File: config.mk
export PLATFORM = sky130hd
export DESIGN_NAME = tick_timer
export DESIGN_NICKNAME = d
export VERILOG_FILES = /design/src/rtl/tick_timer_pkg.sv /design/src/rtl/tick_timer_regs.sv /design/src/rtl/tick_timer_core.sv /design/src/rtl/tick_timer_out.sv /design/src/rtl/tick_timer.sv
export SDC_FILE = /design/constraint.sdc
export NUM_CORES = 1
export LEC_CHECK = 0
export ABC_AREA = 1
export CAP_MARGIN = 30
export CORE_AREA = 2 2 152 154
export CTS_CLUSTER_DIAMETER = 40
export DETAILED_ROUTE_END_ITERATION = 10
export DIE_AREA = 0 0 154 156
export DONT_BUFFER_PORTS = 1
export SETUP_SLACK_MARGIN = 0.05
export SYNTH_ARGS = -nofsm -noshare
export SYNTH_HDL_FRONTEND = slang
export SYNTH_SLANG_ARGS = --single-unit
File: constraint.sdc
create_clock -name clk -period 10.3 [get_ports clk]
set_input_delay 1.545 -clock clk [delete_from_list [all_inputs] [get_ports clk]]
set_output_delay 1.545 -clock clk [all_outputs]
set_load 0.01 [all_outputs]
File: src/rtl/tick_timer_pkg.sv
package tick_timer_pkg;

  localparam int unsigned REG_AW = 5;

  // word index = byte address bits 4:2
  localparam logic [2:0] IDX_CTRL = 3'd0;
  localparam logic [2:0] IDX_TRG  = 3'd1;
  localparam logic [2:0] IDX_IEN  = 3'd2;
  localparam logic [2:0] IDX_FLAG = 3'd3;
  localparam logic [2:0] IDX_EVG  = 3'd4;
  localparam logic [2:0] IDX_CNT  = 3'd5;
  localparam logic [2:0] IDX_DIV  = 3'd6;
  localparam logic [2:0] IDX_RLD  = 3'd7;

  // control bit positions
  localparam int unsigned B_RUN  = 0;
  localparam int unsigned B_OFF  = 1;
  localparam int unsigned B_OVF  = 2;
  localparam int unsigned B_ONE  = 3;
  localparam int unsigned B_BUF  = 4;
  localparam int unsigned B_MIR  = 5;

  // enable bit positions
  localparam int unsigned B_IRQ  = 0;
  localparam int unsigned B_DMA  = 1;

  // trigger selections
  localparam logic [2:0] TRG_SWUPD = 3'd0;
  localparam logic [2:0] TRG_RUN   = 3'd1;
  localparam logic [2:0] TRG_UPD   = 3'd2;

  typedef struct packed {
    logic mirror;
    logic buffered;
    logic single;
    logic ovf_only;
    logic upd_off;
    logic run;
  } ctrl_t;

endpackage

File: src/rtl/tick_timer_regs.sv
module tick_timer_regs
  import tick_timer_pkg::*;
#(
  parameter int unsigned CW = 16,
  parameter int unsigned PW = 16,
  parameter int unsigned DW = 32
) (
  input  logic          clk,
  input  logic          rst_n,
  input  logic          acc_en,
  input  logic          acc_wr,
  input  logic [2:0]    acc_idx,
  input  logic [DW-1:0] acc_wdata,
  output logic [DW-1:0] acc_rdata,
  input  logic [CW-1:0] cnt,
  input  logic          stop_req,
  input  logic          upd_req,
  output ctrl_t         ctrl,
  output logic [2:0]    trg_sel,
  output logic          irq_en,
  output logic          dma_en,
  output logic [PW-1:0] div_reg,
  output logic [CW-1:0] rld_reg,
  output logic          flag,
  output logic          ug_pulse,
  output logic          cnt_wr,
  output logic [CW-1:0] cnt_wdata
);

  localparam int unsigned TOP_BIT = DW - 1;

  ctrl_t         ctrl_q, ctrl_d;
  logic [2:0]    trg_q, trg_d;
  logic          irq_q, irq_d, dma_q, dma_d;
  logic [PW-1:0] div_q, div_d;
  logic [CW-1:0] rld_q, rld_d;
  logic          flag_q, flag_d;

  logic wr_ctrl, wr_trg, wr_ien, wr_flag, wr_div, wr_rld;

  always_comb begin
    wr_ctrl  = acc_en && acc_wr && (acc_idx == IDX_CTRL);
    wr_trg   = acc_en && acc_wr && (acc_idx == IDX_TRG);
    wr_ien   = acc_en && acc_wr && (acc_idx == IDX_IEN);
    wr_flag  = acc_en && acc_wr && (acc_idx == IDX_FLAG);
    wr_div   = acc_en && acc_wr && (acc_idx == IDX_DIV);
    wr_rld   = acc_en && acc_wr && (acc_idx == IDX_RLD);
    ug_pulse = acc_en && acc_wr && (acc_idx == IDX_EVG) && acc_wdata[0];
    cnt_wr   = acc_en && acc_wr && (acc_idx == IDX_CNT);
    cnt_wdata = acc_wdata[CW-1:0];
  end

  // next state
  always_comb begin
    ctrl_d = ctrl_q;
    if (wr_ctrl) begin
      ctrl_d.run      = acc_wdata[B_RUN];
      ctrl_d.upd_off  = acc_wdata[B_OFF];
      ctrl_d.ovf_only = acc_wdata[B_OVF];
      ctrl_d.single   = acc_wdata[B_ONE];
      ctrl_d.buffered = acc_wdata[B_BUF];
      ctrl_d.mirror   = acc_wdata[B_MIR];
    end
    if (stop_req) ctrl_d.run = 1'b0;

    trg_d = wr_trg ? acc_wdata[2:0] : trg_q;
    irq_d = wr_ien ? acc_wdata[B_IRQ] : irq_q;
    dma_d = wr_ien ? acc_wdata[B_DMA] : dma_q;
    div_d = wr_div ? acc_wdata[PW-1:0] : div_q;
    rld_d = wr_rld ? acc_wdata[CW-1:0] : rld_q;

    flag_d = flag_q;
    if (wr_flag && !acc_wdata[0]) flag_d = 1'b0;
    if (upd_req) flag_d = 1'b1;
  end

  // registers
  always_ff @(posedge clk or negedge rst_n) begin
    if (!rst_n) begin
      ctrl_q <= '0;
      trg_q  <= '0;
      irq_q  <= 1'b0;
      dma_q  <= 1'b0;
      div_q  <= '0;
      rld_q  <= '0;
      flag_q <= 1'b0;
    end else begin
      ctrl_q <= ctrl_d;
      trg_q  <= trg_d;
      irq_q  <= irq_d;
      dma_q  <= dma_d;
      div_q  <= div_d;
      rld_q  <= rld_d;
      flag_q <= flag_d;
    end
  end

  // read mux
  always_comb begin
    acc_rdata = '0;
    unique case (acc_idx)
      IDX_CTRL: begin
        acc_rdata[B_RUN] = ctrl_q.run;
        acc_rdata[B_OFF] = ctrl_q.upd_off;
        acc_rdata[B_OVF] = ctrl_q.ovf_only;
        acc_rdata[B_ONE] = ctrl_q.single;
        acc_rdata[B_BUF] = ctrl_q.buffered;
        acc_rdata[B_MIR] = ctrl_q.mirror;
      end
      IDX_TRG:  acc_rdata[2:0] = trg_q;
      IDX_IEN: begin
        acc_rdata[B_IRQ] = irq_q;
        acc_rdata[B_DMA] = dma_q;
      end
      IDX_FLAG: acc_rdata[0] = flag_q;
      IDX_EVG:  acc_rdata = '0;
      IDX_CNT: begin
        acc_rdata[CW-1:0] = cnt;
        acc_rdata[TOP_BIT] = ctrl_q.mirror && flag_q;
      end
      IDX_DIV:  acc_rdata[PW-1:0] = div_q;
      IDX_RLD:  acc_rdata[CW-1:0] = rld_q;
      default:  acc_rdata = '0;
    endcase
  end

  assign ctrl    = ctrl_q;
  assign trg_sel = trg_q;
  assign irq_en  = irq_q;
  assign dma_en  = dma_q;
  assign div_reg = div_q;
  assign rld_reg = rld_q;
  assign flag    = flag_q;

endmodule

File: src/rtl/tick_timer_core.sv
module tick_timer_core
  import tick_timer_pkg::*;
#(
  parameter int unsigned CW = 16,
  parameter int unsigned PW = 16
) (
  input  logic          clk,
  input  logic          rst_n,
  input  ctrl_t         ctrl,
  input  logic [PW-1:0] div_reg,
  input  logic [CW-1:0] rld_reg,
  input  logic          ug_pulse,
  input  logic          cnt_wr,
  input  logic [CW-1:0] cnt_wdata,
  output logic [CW-1:0] cnt,
  output logic [CW-1:0] rld_act,
  output logic          wrap,
  output logic          sw_upd,
  output logic          upd_evt,
  output logic          upd_req,
  output logic          stop_req
);

  logic [PW-1:0] pcnt_q, pcnt_d;
  logic [PW-1:0] div_act_q, div_act_d;
  logic [CW-1:0] cnt_q, cnt_d;
  logic [CW-1:0] rld_act_q, rld_act_d;
  logic [CW-1:0] rld_eff;
  logic          tick;

  always_comb begin
    rld_eff  = ctrl.buffered ? rld_act_q : rld_reg;
    tick     = ctrl.run && (pcnt_q == div_act_q);
    wrap     = tick && (cnt_q == rld_eff);
    sw_upd   = ug_pulse && !ctrl.upd_off;
    upd_evt  = (wrap && !ctrl.upd_off) || sw_upd;
    upd_req  = upd_evt && (wrap || !ctrl.ovf_only);
    stop_req = upd_evt && ctrl.single;
  end

  // next state
  always_comb begin
    pcnt_d = pcnt_q;
    if (sw_upd)        pcnt_d = '0;
    else if (ctrl.run) pcnt_d = tick ? '0 : pcnt_q + 1'b1;

    cnt_d = cnt_q;
    if (cnt_wr)             cnt_d = cnt_wdata;
    else if (sw_upd || wrap) cnt_d = '0;
    else if (tick)          cnt_d = cnt_q + 1'b1;

    div_act_d = upd_evt ? div_reg : div_act_q;
    rld_act_d = upd_evt ? rld_reg : rld_act_q;
  end

  // registers
  always_ff @(posedge clk or negedge rst_n) begin
    if (!rst_n) begin
      pcnt_q    <= '0;
      cnt_q     <= '0;
      div_act_q <= '0;
      rld_act_q <= '0;
    end else begin
      pcnt_q    <= pcnt_d;
      cnt_q     <= cnt_d;
      div_act_q <= div_act_d;
      rld_act_q <= rld_act_d;
    end
  end

  assign cnt     = cnt_q;
  assign rld_act = rld_act_q;

endmodule

File: src/rtl/tick_timer_out.sv
module tick_timer_out
  import tick_timer_pkg::*;
(
  input  logic       clk,
  input  logic       rst_n,
  input  logic [2:0] trg_sel,
  input  logic       run,
  input  logic       sw_upd,
  input  logic       upd_evt,
  input  logic       upd_req,
  input  logic       dma_en,
  output logic       dma_pulse,
  output logic       trg
);

  logic dma_q, dma_d, trg_q, trg_d;

  always_comb begin
    dma_d = upd_req && dma_en;
    unique case (trg_sel)
      TRG_SWUPD: trg_d = sw_upd;
      TRG_RUN:   trg_d = run;
      TRG_UPD:   trg_d = upd_evt;
      default:   trg_d = 1'b0;
    endcase
  end

  always_ff @(posedge clk or negedge rst_n) begin
    if (!rst_n) begin
      dma_q <= 1'b0;
      trg_q <= 1'b0;
    end else begin
      dma_q <= dma_d;
      trg_q <= trg_d;
    end
  end

  assign dma_pulse = dma_q;
  assign trg       = trg_q;

endmodule

File: src/rtl/tick_timer.sv
module tick_timer
  import tick_timer_pkg::*;
#(
  parameter int unsigned CNT_W  = 16,
  parameter int unsigned PSC_W  = 16,
  parameter int unsigned DATA_W = 32
) (
  input  logic              clk,
  input  logic              rst_n,
  input  logic              bus_sel,
  input  logic              bus_wr,
  input  logic [REG_AW-1:0] bus_addr,
  input  logic [DATA_W-1:0] bus_wdata,
  output logic [DATA_W-1:0] bus_rdata,
  output logic              upd_irq,
  output logic              upd_dma,
  output logic              trg_out
);

  // reset asserted asynchronously, released on the clock
  logic rst_m1, rst_sync_n;
  always_ff @(posedge clk or negedge rst_n) begin
    if (!rst_n) begin
      rst_m1     <= 1'b0;
      rst_sync_n <= 1'b0;
    end else begin
      rst_m1     <= 1'b1;
      rst_sync_n <= rst_m1;
    end
  end

  ctrl_t             ctrl;
  logic [2:0]        trg_sel;
  logic              irq_en, dma_en, flag;
  logic [PSC_W-1:0]  div_reg;
  logic [CNT_W-1:0]  rld_reg, rld_act, cnt, cnt_wdata;
  logic              ug_pulse, cnt_wr;
  logic              wrap, sw_upd, upd_evt, upd_req, stop_req;

  tick_timer_regs #(.CW(CNT_W), .PW(PSC_W), .DW(DATA_W)) u_regs (
    .clk       (clk),
    .rst_n     (rst_sync_n),
    .acc_en    (bus_sel),
    .acc_wr    (bus_wr),
    .acc_idx   (bus_addr[4:2]),
    .acc_wdata (bus_wdata),
    .acc_rdata (bus_rdata),
    .cnt       (cnt),
    .stop_req  (stop_req),
    .upd_req   (upd_req),
    .ctrl      (ctrl),
    .trg_sel   (trg_sel),
    .irq_en    (irq_en),
    .dma_en    (dma_en),
    .div_reg   (div_reg),
    .rld_reg   (rld_reg),
    .flag      (flag),
    .ug_pulse  (ug_pulse),
    .cnt_wr    (cnt_wr),
    .cnt_wdata (cnt_wdata)
  );

  tick_timer_core #(.CW(CNT_W), .PW(PSC_W)) u_core (
    .clk       (clk),
    .rst_n     (rst_sync_n),
    .ctrl      (ctrl),
    .div_reg   (div_reg),
    .rld_reg   (rld_reg),
    .ug_pulse  (ug_pulse),
    .cnt_wr    (cnt_wr),
    .cnt_wdata (cnt_wdata),
    .cnt       (cnt),
    .rld_act   (rld_act),
    .wrap      (wrap),
    .sw_upd    (sw_upd),
    .upd_evt   (upd_evt),
    .upd_req   (upd_req),
    .stop_req  (stop_req)
  );

  tick_timer_out u_out (
    .clk       (clk),
    .rst_n     (rst_sync_n),
    .trg_sel   (trg_sel),
    .run       (ctrl.run),
    .sw_upd    (sw_upd),
    .upd_evt   (upd_evt),
    .upd_req   (upd_req),
    .dma_en    (dma_en),
    .dma_pulse (upd_dma),
    .trg       (trg_out)
  );

  assign upd_irq = flag && irq_en;

endmodule

# After elaboration in Yosys (flattened, before gate mapping)
# Cells that the tools add are included.
classes:
  shift: 0
  mul: 0
  order_cmp: 0
  n_reduce_logical: 32
  n_mux: 18
  n_bitwise: 0
  eq_ne: 11
  addsub: 2
  div_mod_pow: 0
ops:
  columns: ["cell", "n"]
  rows:
  - ["$mux W16", 7]
  - ["$add A16 B1 Y16 const B", 2]
  - ["$eq A16 B16 Y1", 2]
  - ["$pmux W10 S3", 1]
  - ["$logic_and A1 B1 Y1", 20]
  - ["$eq A3 B3 Y1 const B", 4]
  - ["$pmux W3 S4", 1]
  - ["$eq A3 B2 Y1 const B", 3]
  - ["$pmux W1 S8", 1]
  - ["$eq A3 B1 Y1 const B", 2]
  - ["$logic_not A3 Y1", 2]
  - ["$pmux W1 S6", 1]
  - ["$reduce_bool A2 Y1", 3]
  - ["$mux W1", 5]
  - ["$pmux W1 S5", 1]
  - ["$logic_not A1 Y1", 3]
  - ["$logic_or A1 B1 Y1", 3]
  - ["$pmux W1 S3", 1]
  - ["$reduce_bool A3 Y1", 1]
totals:
  latch_bits: 0
  elab_cells: 83
  ram_bits: 0
  reg_bits: 112
  romBits: 0
  n_memories: 0

# Logic depth before layout (Yosys ltp)
# Gate-level depths: netlist of run 1.
logic_depth:
  depth_word: 7
  ltp_mapped: 15
  mapped_depth_nobuf: 13

# Cells and area by module
# From an unflattened synthesis of run 1, not the netlist that was laid out.
hier_totals:
  cells_unflattened: 974
  hier_area_um2: 6900.4
modules_own_cells:
  columns: ["mod", "instances", "area_each_um2", "seq_area_each_um2", "cells_each"]
  rows:
  - ["tick_timer_core", 1, 4171.5, 1601.5, 648]
  - ["tick_timer_regs", 1, 2573.7, 1101.1, 309]
  - ["tick_timer_out", 1, 93.8, 50.0, 12]
  - ["tick_timer", 1, 61.3, 50.0, 5]

# Worst setup path after synthesis of run 1
# OpenSTA, ideal clock, no wires.
synth_path:
  kind: "input -> output"
  startpoint: "in bus_addr[3]"
  endpoint: "out bus_rdata[4]"
  t_arrival_ns: 2.427
  required_ns: 8.755
  path_stages: 6
  setup_slack_ns: 6.328
  cell_sequence: "inv_1 nand2_1 nor2_2 inv_1 clkbuf_1 o221ai_1"
synth_via:
  elab_chain_len: 2
  elab_cells_between_ends: 5
  cone_classes: "3 x eq/ne; 1 x mux; 1 x reduce/logical"
synth_lines:
  columns: ["element", "line_no", "source"]
  rows:
  - ["start, declared", "tick_timer.sv:12", "input logic [REG_AW-1:0] bus_addr,"]
  - ["$eq A3 B3 Y1 or $logic_not A3 Y1 (tied branches)", "tick_timer_regs.sv:101", "unique case (acc_idx)"]
  - ["$pmux W3 S4 *", "tick_timer_regs.sv:101", null]
  - ["end, declared", "tick_timer.sv:14", "output logic [DATA_W-1:0] bus_rdata,"]
# Mark *: on every way between the ends. The rest lies on a longest branch, timed or not.

# Worst setup path after layout of run 1
layout_path:
  startpoint: "in bus_addr[3]"
  endpoint: "out bus_rdata[14]"
layout_via:
  elab_chain_len: 2
  elab_cells_between_ends: 4
  cone_classes: "3 x eq/ne; 1 x mux"
layout_lines:
  columns: ["element", "line_no"]
  rows:
  - ["$eq A3 B3 Y1", "tick_timer_regs.sv:101"]
  - ["$pmux W10 S3 *", "tick_timer_regs.sv:101"]
# Marks and branches as above.

==> flow_metrics.tcl, run 1 <==
set metrics [dict create \
    p_switching_w 0.000568 \
    firstDrtPassIters 5 \
    yosys-top-cells-area "dfrtp_1 (42%), nand2_1 (19%), inv_1 (6.6%)" \
    period_needed_ps 4550 \
    period_share_pct 44.2 \
    fp.dieW_um 154 \
    maxCapViolCount 0 \
    cts.hold.buffers_added 0 \
    synth_area_mm2 0.00665 \
    crit_type "in2out" \
    cp_max_fo 13 \
    final_util_pct 31.8 \
    final_nets 985 \
    die_area_mm2 0.0240 \
    yosys.area_share.simple_pct 34.5 \
    finalMaxSlewViolations 0 \
    start_util_pct 29.7 \
    clk_pin_slew_worst_paths_ps 70 \
    syn_to_final_growth_pct 6.92 \
    slew_headroom_pct 43.2 \
    grt_max_degree 67 \
    finalHoldViolCount 0 \
    grt_usage_pct 15.9 \
    design_area_mm2 0.00711 \
    avgRoutedWirePerCell_um 14.8 \
    gp_congestion 0.864 \
    synth_mux_area_share_pct 0 \
    synth_compound_area_share_pct 10.0 \
    setup_violations 0 \
    vias 5962 \
    drcViolationCount 0 \
    cp-end-kind "primary output" \
    ys_seq_elements 112 \
    layout.cells.non_filler 1231 \
    cts.sink_count 112 \
    worst_pin_slew_ps 853 \
    cp.required_ps 8760 \
    cp-start-kind "input pin" \
    vias_per_cell 4.84 \
    io_buffers 0 \
    htreeDepth 3 \
    skew_ps 10.0 \
    placed_area_mm2 0.00682 \
    cts_buffers 9 \
    die_h_um 156 \
    critical_path.endpoint "bus_rdata[14]" \
    yosys_warnings 0 \
    grt_overflow 0 \
    io_pins 76 \
    drt_iter0_markers 482 \
    r2r_end "u_core.div_act_q[12]" \
    power.switching_fraction_pct 39.0 \
    rsz0062_at_grt "false" \
    synth_top_family_by_area "simple AND/OR/NAND/NOR gates" \
    synthAdderAreaFrac_pct 0.376 \
    n_antenna_cell 0 \
    power.density_mw_per_mm2 205 \
    cts_tree "yes" \
    core_mm2 0.0224 \
    grt_pass1_vias 5634 \
    vdd_drop_max_mv 0.0934 \
    setup_tns_ps 0 \
    wl_um 18300 \
    p_leak_nw 3.70 \
    fmax_mhz 220 \
    clock_path_buffers 2 \
    cts_resized 0 \
    p_int_w 0.000888 \
    synth_top_area_share_pct 42.1 \
    async_reset_ff_share_pct 100 \
    syn_avg_cell_area_um2 6.94 \
    cts_setup_buffers 0 \
    synthCells 958 \
    dp_hpwl_um 12700 \
    r2r_cells 13 \
    crit_arrival_ps 3010 \
    combPwrFrac_pct 31.2 \
    cts_root_buf "clkbuf_16" \
    grt_antenna_before_repair 0 \
    synthDistinctLibCells 34 \
    outcome "complete, no violations" \
    ys_seq_area_share_pct 42.1 \
    synth_ff_type "dfrtp_1" \
    clk_latency_ps 360 \
    r2r-start "u_regs.ctrl[4]" \
    hp-class "reg2async" \
    grt_pass1_wl_um 30400 \
    synth_xor_area_share_pct 1.58 \
    power.share.sequential_pct 44.3 \
    clkPwrFrac_pct 24.5 \
    yosysTopAreaCell "dfrtp_1" \
    dp.cells 1216 \
    yosysMostFrequentCell "nand2_1" \
    ys_top_cells_by_count "nand2_1 (341), inv_1 (117), dfrtp_1 (112)" \
    synth_edf_count 0 \
    worstSetupStartpoint "bus_addr[3]" \
    fp-row-count 55 \
    drive_above_1_share_pct 3.28 \
    reg2reg_setup_slack_ps 7020 \
    ant_nets 0 \
]
layout make-up:
cell class                 count  area (µm²)
multi-input combinational    695        3150
inverter                     119         447
timing repair buffer           5        65.1
sequential                   112        2810
clock buffer                  12         246
tap                          285         357
clock inverter                 3        42.5
fill                        2411       15300
how the worst min path moves through the flow:
stage,to,cells past startpoint,startpoint,slack (ps)
after CTS,u_regs.dma_en,0,rst_sync_n,370
after floorplan,rst_sync_n,0,rst_m1,330
final,u_regs.trg_sel[0],0,rst_sync_n,340
after detailed placement,rst_sync_n,0,rst_m1,340
after global routing,rst_sync_n,0,rst_m1,370
after global placement,rst_sync_n,0,rst_m1,340
layer usage:
layer	wire, µm	track usage [%]	share of wire, %	vias up
met5	0	0	0	-
met4	530	7.03	2.9	0
li1	-	-	-	2973
met3	962	2.97	5.3	32
met1	8630	21.3	47	2785
met2	8140	25.0	45	172
cell families (layout without fill, tap and decap cells):
group	after synthesis	after routing
simple gates	548	548
xor+xnor	12	12
flops	112	112
compound gates	117	117
other cells	2	16
fa+ha+maj	2	2
buf+inv	165	139
critical path, stage by stage:
cell,delay [ps]
inv_1,50
nand2_1,80
nor2_2,350
inv_1,410
o211ai_1,570
power groups by stage:
stage	combinational, W	clock (W)	sequential, W
global placement	0.000440	0	0.000649
global route	0.000531	0.000383	0.000660
finish	0.000453	0.000357	0.000645
detailed placement	0.000450	0	0.000649
CTS	0.000452	0.000367	0.000642
floorplan	0.000374	0	0.000612
placed cells by master (no fill, tap or decap), drive strengths merged, types with 2 or more instances in the layout:
cell / netlist / layout
a22oi: 9 / 9
buf: 33 / 5
a221oi: 3 / 3
a21oi: 30 / 30
dfrtp: 112 / 112
nand2: 344 / 344
nor3: 18 / 18
conb: 2 / 16
xnor2: 4 / 4
o211ai: 4 / 4
nand3b: 3 / 3
nand3: 87 / 87
o221ai: 7 / 7
nand4: 6 / 6
inv: 119 / 119
nor3b: 3 / 3
a211oi: 3 / 3
ha: 2 / 2
xor2: 8 / 8
o21ai: 60 / 60
nor2: 86 / 86
clkbuf: 13 / 12
stage by stage:
step                      hold slack, ps  total power (W)  setup slack [ps]
after detailed placement             336          0.00110              5780
after floorplan                      331         0.000986              6330
after global placement               335          0.00109              5800
after CTS                            365          0.00146              5780
final                                345          0.00146              5750
after global routing                 374          0.00157              5720
Power figures use the tool's default switching activity.
==> run 2, diff against run 1 <==
--- a/config.mk
+++ b/config.mk
@@ -5,12 +5,12 @@
 export SDC_FILE = /design/constraint.sdc
 export NUM_CORES = 1
 export LEC_CHECK = 0
-export ABC_AREA = 1
+export ABC_AREA = 0
 export CAP_MARGIN = 30
-export CORE_AREA = 2 2 152 154
+export CORE_AREA = 2 2 158 160
 export CTS_CLUSTER_DIAMETER = 40
 export DETAILED_ROUTE_END_ITERATION = 10
-export DIE_AREA = 0 0 154 156
+export DIE_AREA = 0 0 160 162
 export DONT_BUFFER_PORTS = 1
 export SETUP_SLACK_MARGIN = 0.05
 export SYNTH_ARGS = -nofsm -noshare
==> constraint.sdc (replaced) <==
create_clock -name clk -period 4.5 [get_ports clk]
set_input_delay 0.675 -clock clk [delete_from_list [all_inputs] [get_ports clk]]
set_output_delay 0.675 -clock clk [all_outputs]
set_load 0.01 [all_outputs]
==> run 2 against run 1 <==
Compared with the run above: design area increased by 7.7%; cell count down 12%; clock skew hardly changed; critical path depth is 3 higher.
==> flow_metrics.tcl, run 2 <==
set metrics [dict create \
    skew_ps 10.2 \
    reg2reg_setup_slack_ps 1350 \
    crit_arrival_ps 3390 \
    setup_violations 0 \
    clk_latency_ps 360 \
    synth_top_area_share_pct 39.3 \
    clock_path_buffers 2 \
    die_area_mm2 0.0259 \
    power.switching_fraction_pct 32.8 \
    power.density_mw_per_mm2 366 \
    clk_pin_slew_worst_paths_ps 80 \
    globalRouteMet2Util_pct 26.2 \
    r2r-start "u_regs.ctrl[4]" \
    io_buffers 0 \
    gp_congestion 0.859 \
    io_pins 76 \
    p_switching_w 0.000919 \
    crit_buf_inv 3 \
    yosysTopAreaCell "dfrtp_1" \
    cp-end-kind "register" \
    avgRoutedWirePerCell_um 19.0 \
    ant_nets 0 \
    grt_overflow 0 \
    slew_headroom_pct 36.0 \
    gr-max-usage-layer "met2" \
    grtUsageMet3_pct 2.40 \
    die_h_um 162 \
    synth_edf_count 0 \
    synthCells 784 \
    finalHoldViolCount 0 \
    hp-class "reg2async" \
    yosysMostFrequentCell "dfrtp_1" \
    fp-row-count 57 \
    period_needed_ps 3150 \
    crit_cells 8 \
    final_nets 794 \
    p_total_w 0.00280 \
    ys_seq_area_share_pct 39.3 \
    drcViolationCount 0 \
    vias 6043 \
    htreeDepth 3 \
    grt_antenna_before_repair 0 \
    use_met1_pct 21.3 \
    core_mm2 0.0241 \
    cts_root_buf "clkbuf_16" \
    r2r_cells 8 \
    p_leak_nw 3.09 \
    cts_tree "yes" \
    yosys-top-cells-area "dfrtp_1 (39%), mux2_2 (8.8%), nand2_1 (5.4%)" \
    power.share.sequential_pct 46.3 \
    layout_commonest_cell "dfrtp_1" \
    period_share_pct 69.9 \
    final_cell_mix "dfrtp_1 (111), nand2_1 (103), mux2_2 (56), nand3_1 (50), o21ai_0 (43)" \
    yosys_warnings 0 \
    cp-start-kind "register" \
    cp.required_ps 4740 \
    p_int_w 0.00189 \
    grt_usage_pct 15.8 \
    combPwrFrac_pct 23.7 \
    max_stage_delay_ps 930 \
    crit_type "reg2reg" \
    cts_resized 0 \
    synth_area_mm2 0.00714 \
    vdd_drop_max_mv 0.200 \
    synthDistinctLibCells 58 \
    synth_ff_type "dfrtp_1" \
    vias_per_cell 5.60 \
    cts.sink_count 112 \
    async_reset_ff_share_pct 100 \
    crit_chain "buf_4, mux2i_1, xnor2_1, nor4_1, nand4_4, buf_4, buf_4, o311ai_1" \
    grt_max_degree 62 \
    n_antenna_cell 0 \
    worstSetupStartpoint "u_regs.ctrl[4]" \
    maxCapViolCount 0 \
    cts_buffers 9 \
    fmax_mhz 318 \
    drive_above_1_share_pct 13.2 \
    setup_tns_ps 0 \
    dp_hpwl_um 13700 \
    rsz0062_at_grt "false" \
    outcome "complete, no violations" \
    start_util_pct 29.6 \
    ys_seq_elements 112 \
    critical_path.endpoint "u_core.div_act_q[14]" \
    wl_um 20600 \
    finalMaxSlewViolations 0 \
    firstDrtPassIters 5 \
    ys_top_cells_by_count "dfrtp_1 (112), nand2_1 (103), mux2_2 (56)" \
    grt_pass1_wl_um 32800 \
    cp_max_fo 40 \
    clkPwrFrac_pct 30.0 \
    syn_avg_cell_area_um2 9.11 \
    slowest_stage "dfrtp_1" \
    r2r_end "u_core.div_act_q[14]" \
    syn_to_final_growth_pct 7.31 \
    drt_iter0_markers 610 \
    grt_pass1_vias 5705 \
    crit_family "flip-flops" \
    crit_path_frequent_cell "buf_4" \
    fp.dieW_um 160 \
    worst_pin_slew_ps 948 \
]
[run 2: power by group through the flow]
stage	Combinational (W)	Sequential (W)	Clock, W
floorplan	0.000555	0.00125	0
global placement	0.000635	0.00132	0
CTS	0.000664	0.00129	0.000853
global route	0.000740	0.00132	0.000889
detailed placement	0.000661	0.00131	0
finish	0.000665	0.00130	0.000841
[run 2: cell type report]
type	instances	area (µm²)
Fill cell	2534	16400
Inverter	13	48.8
Sequential cell	112	2810
Multi-Input combinational cell	593	3910
Clock buffer	12	246
Timing Repair Buffer	22	191
Tap cell	324	405
Clock inverter	4	53.8
[run 2: worst register-to-register path: cells and delay by family, from the launching register on]
kind | cells | cell delay [ps]
xor+xnor | 1 | 110
buf+inv | 3 | 810
mux | 1 | 230
simple gates | 2 | 590
compound gates | 1 | 350
flops | 1 | 930
[run 2: what timing repair did]
action,in CTS,in global routing
endpoints found under the hold margin,2,0
setup buffers,0,0
hold buffers,1,0
[run 2: metal layers]
metal,vias up,routed length [µm],share of wire [%]
met5,-,0,0
met4,0,443,2.2
met3,36,1200,5.8
met2,200,9770,48
met1,3003,9140,44
li1,2804,-,-
[run 2: per-stage QoR]
| stage | setup slack, ps | hold slack, ps | cell area, µm² | instances | utilization [%] |
|---|---|---|---|---|---|
| 3_5_place_dp | 1410 | 255 | 7350 | 1063 | 30.5 |
| 2_1_floorplan | 1150 | 331 | 7190 | 798 | - |
| 6_report | 1350 | 244 | 7660 | 1080 | 31.8 |
| 5_1_grt | 1180 | 278 | 7660 | 1080 | 31.8 |
| 3_3_place_gp | 1450 | 339 | 7310 | 1061 | 30.3 |
| 4_1_cts | 1380 | 264 | 7660 | 1080 | 31.8 |
[run 2: how the worst min path moves through the flow]
stage                     from           endpoint  slack [ps]  cells past startpoint
CTS                 rst_sync_n  u_regs.trg_sel[0]         260                      0
finish              rst_sync_n  u_regs.trg_sel[0]         240                      0
detailed placement  rst_sync_n  u_regs.trg_sel[0]         250                      0
floorplan               rst_m1         rst_sync_n         330                      0
global placement        rst_m1         rst_sync_n         340                      0
global route        rst_sync_n  u_regs.trg_sel[0]         280                      0
[run 2: cell families (layout without fill, tap and decap cells)]
| family | Yosys count | count (layout) | synth area share [%] |
|---|---|---|---|
| and+or+nand+nor | 262 | 262 | 17.5 |
| xor gates and xnor gates | 42 | 42 | 5.26 |
| adders and majority gates | 2 | 2 | 0.350 |
| other | 2 | 16 | 0.105 |
| DFF | 112 | 112 | 39.3 |
| AOI/OAI and AO/OA | 195 | 195 | 18.8 |
| buffers and inverters | 93 | 51 | 6.87 |
| muxes | 76 | 76 | 11.8 |
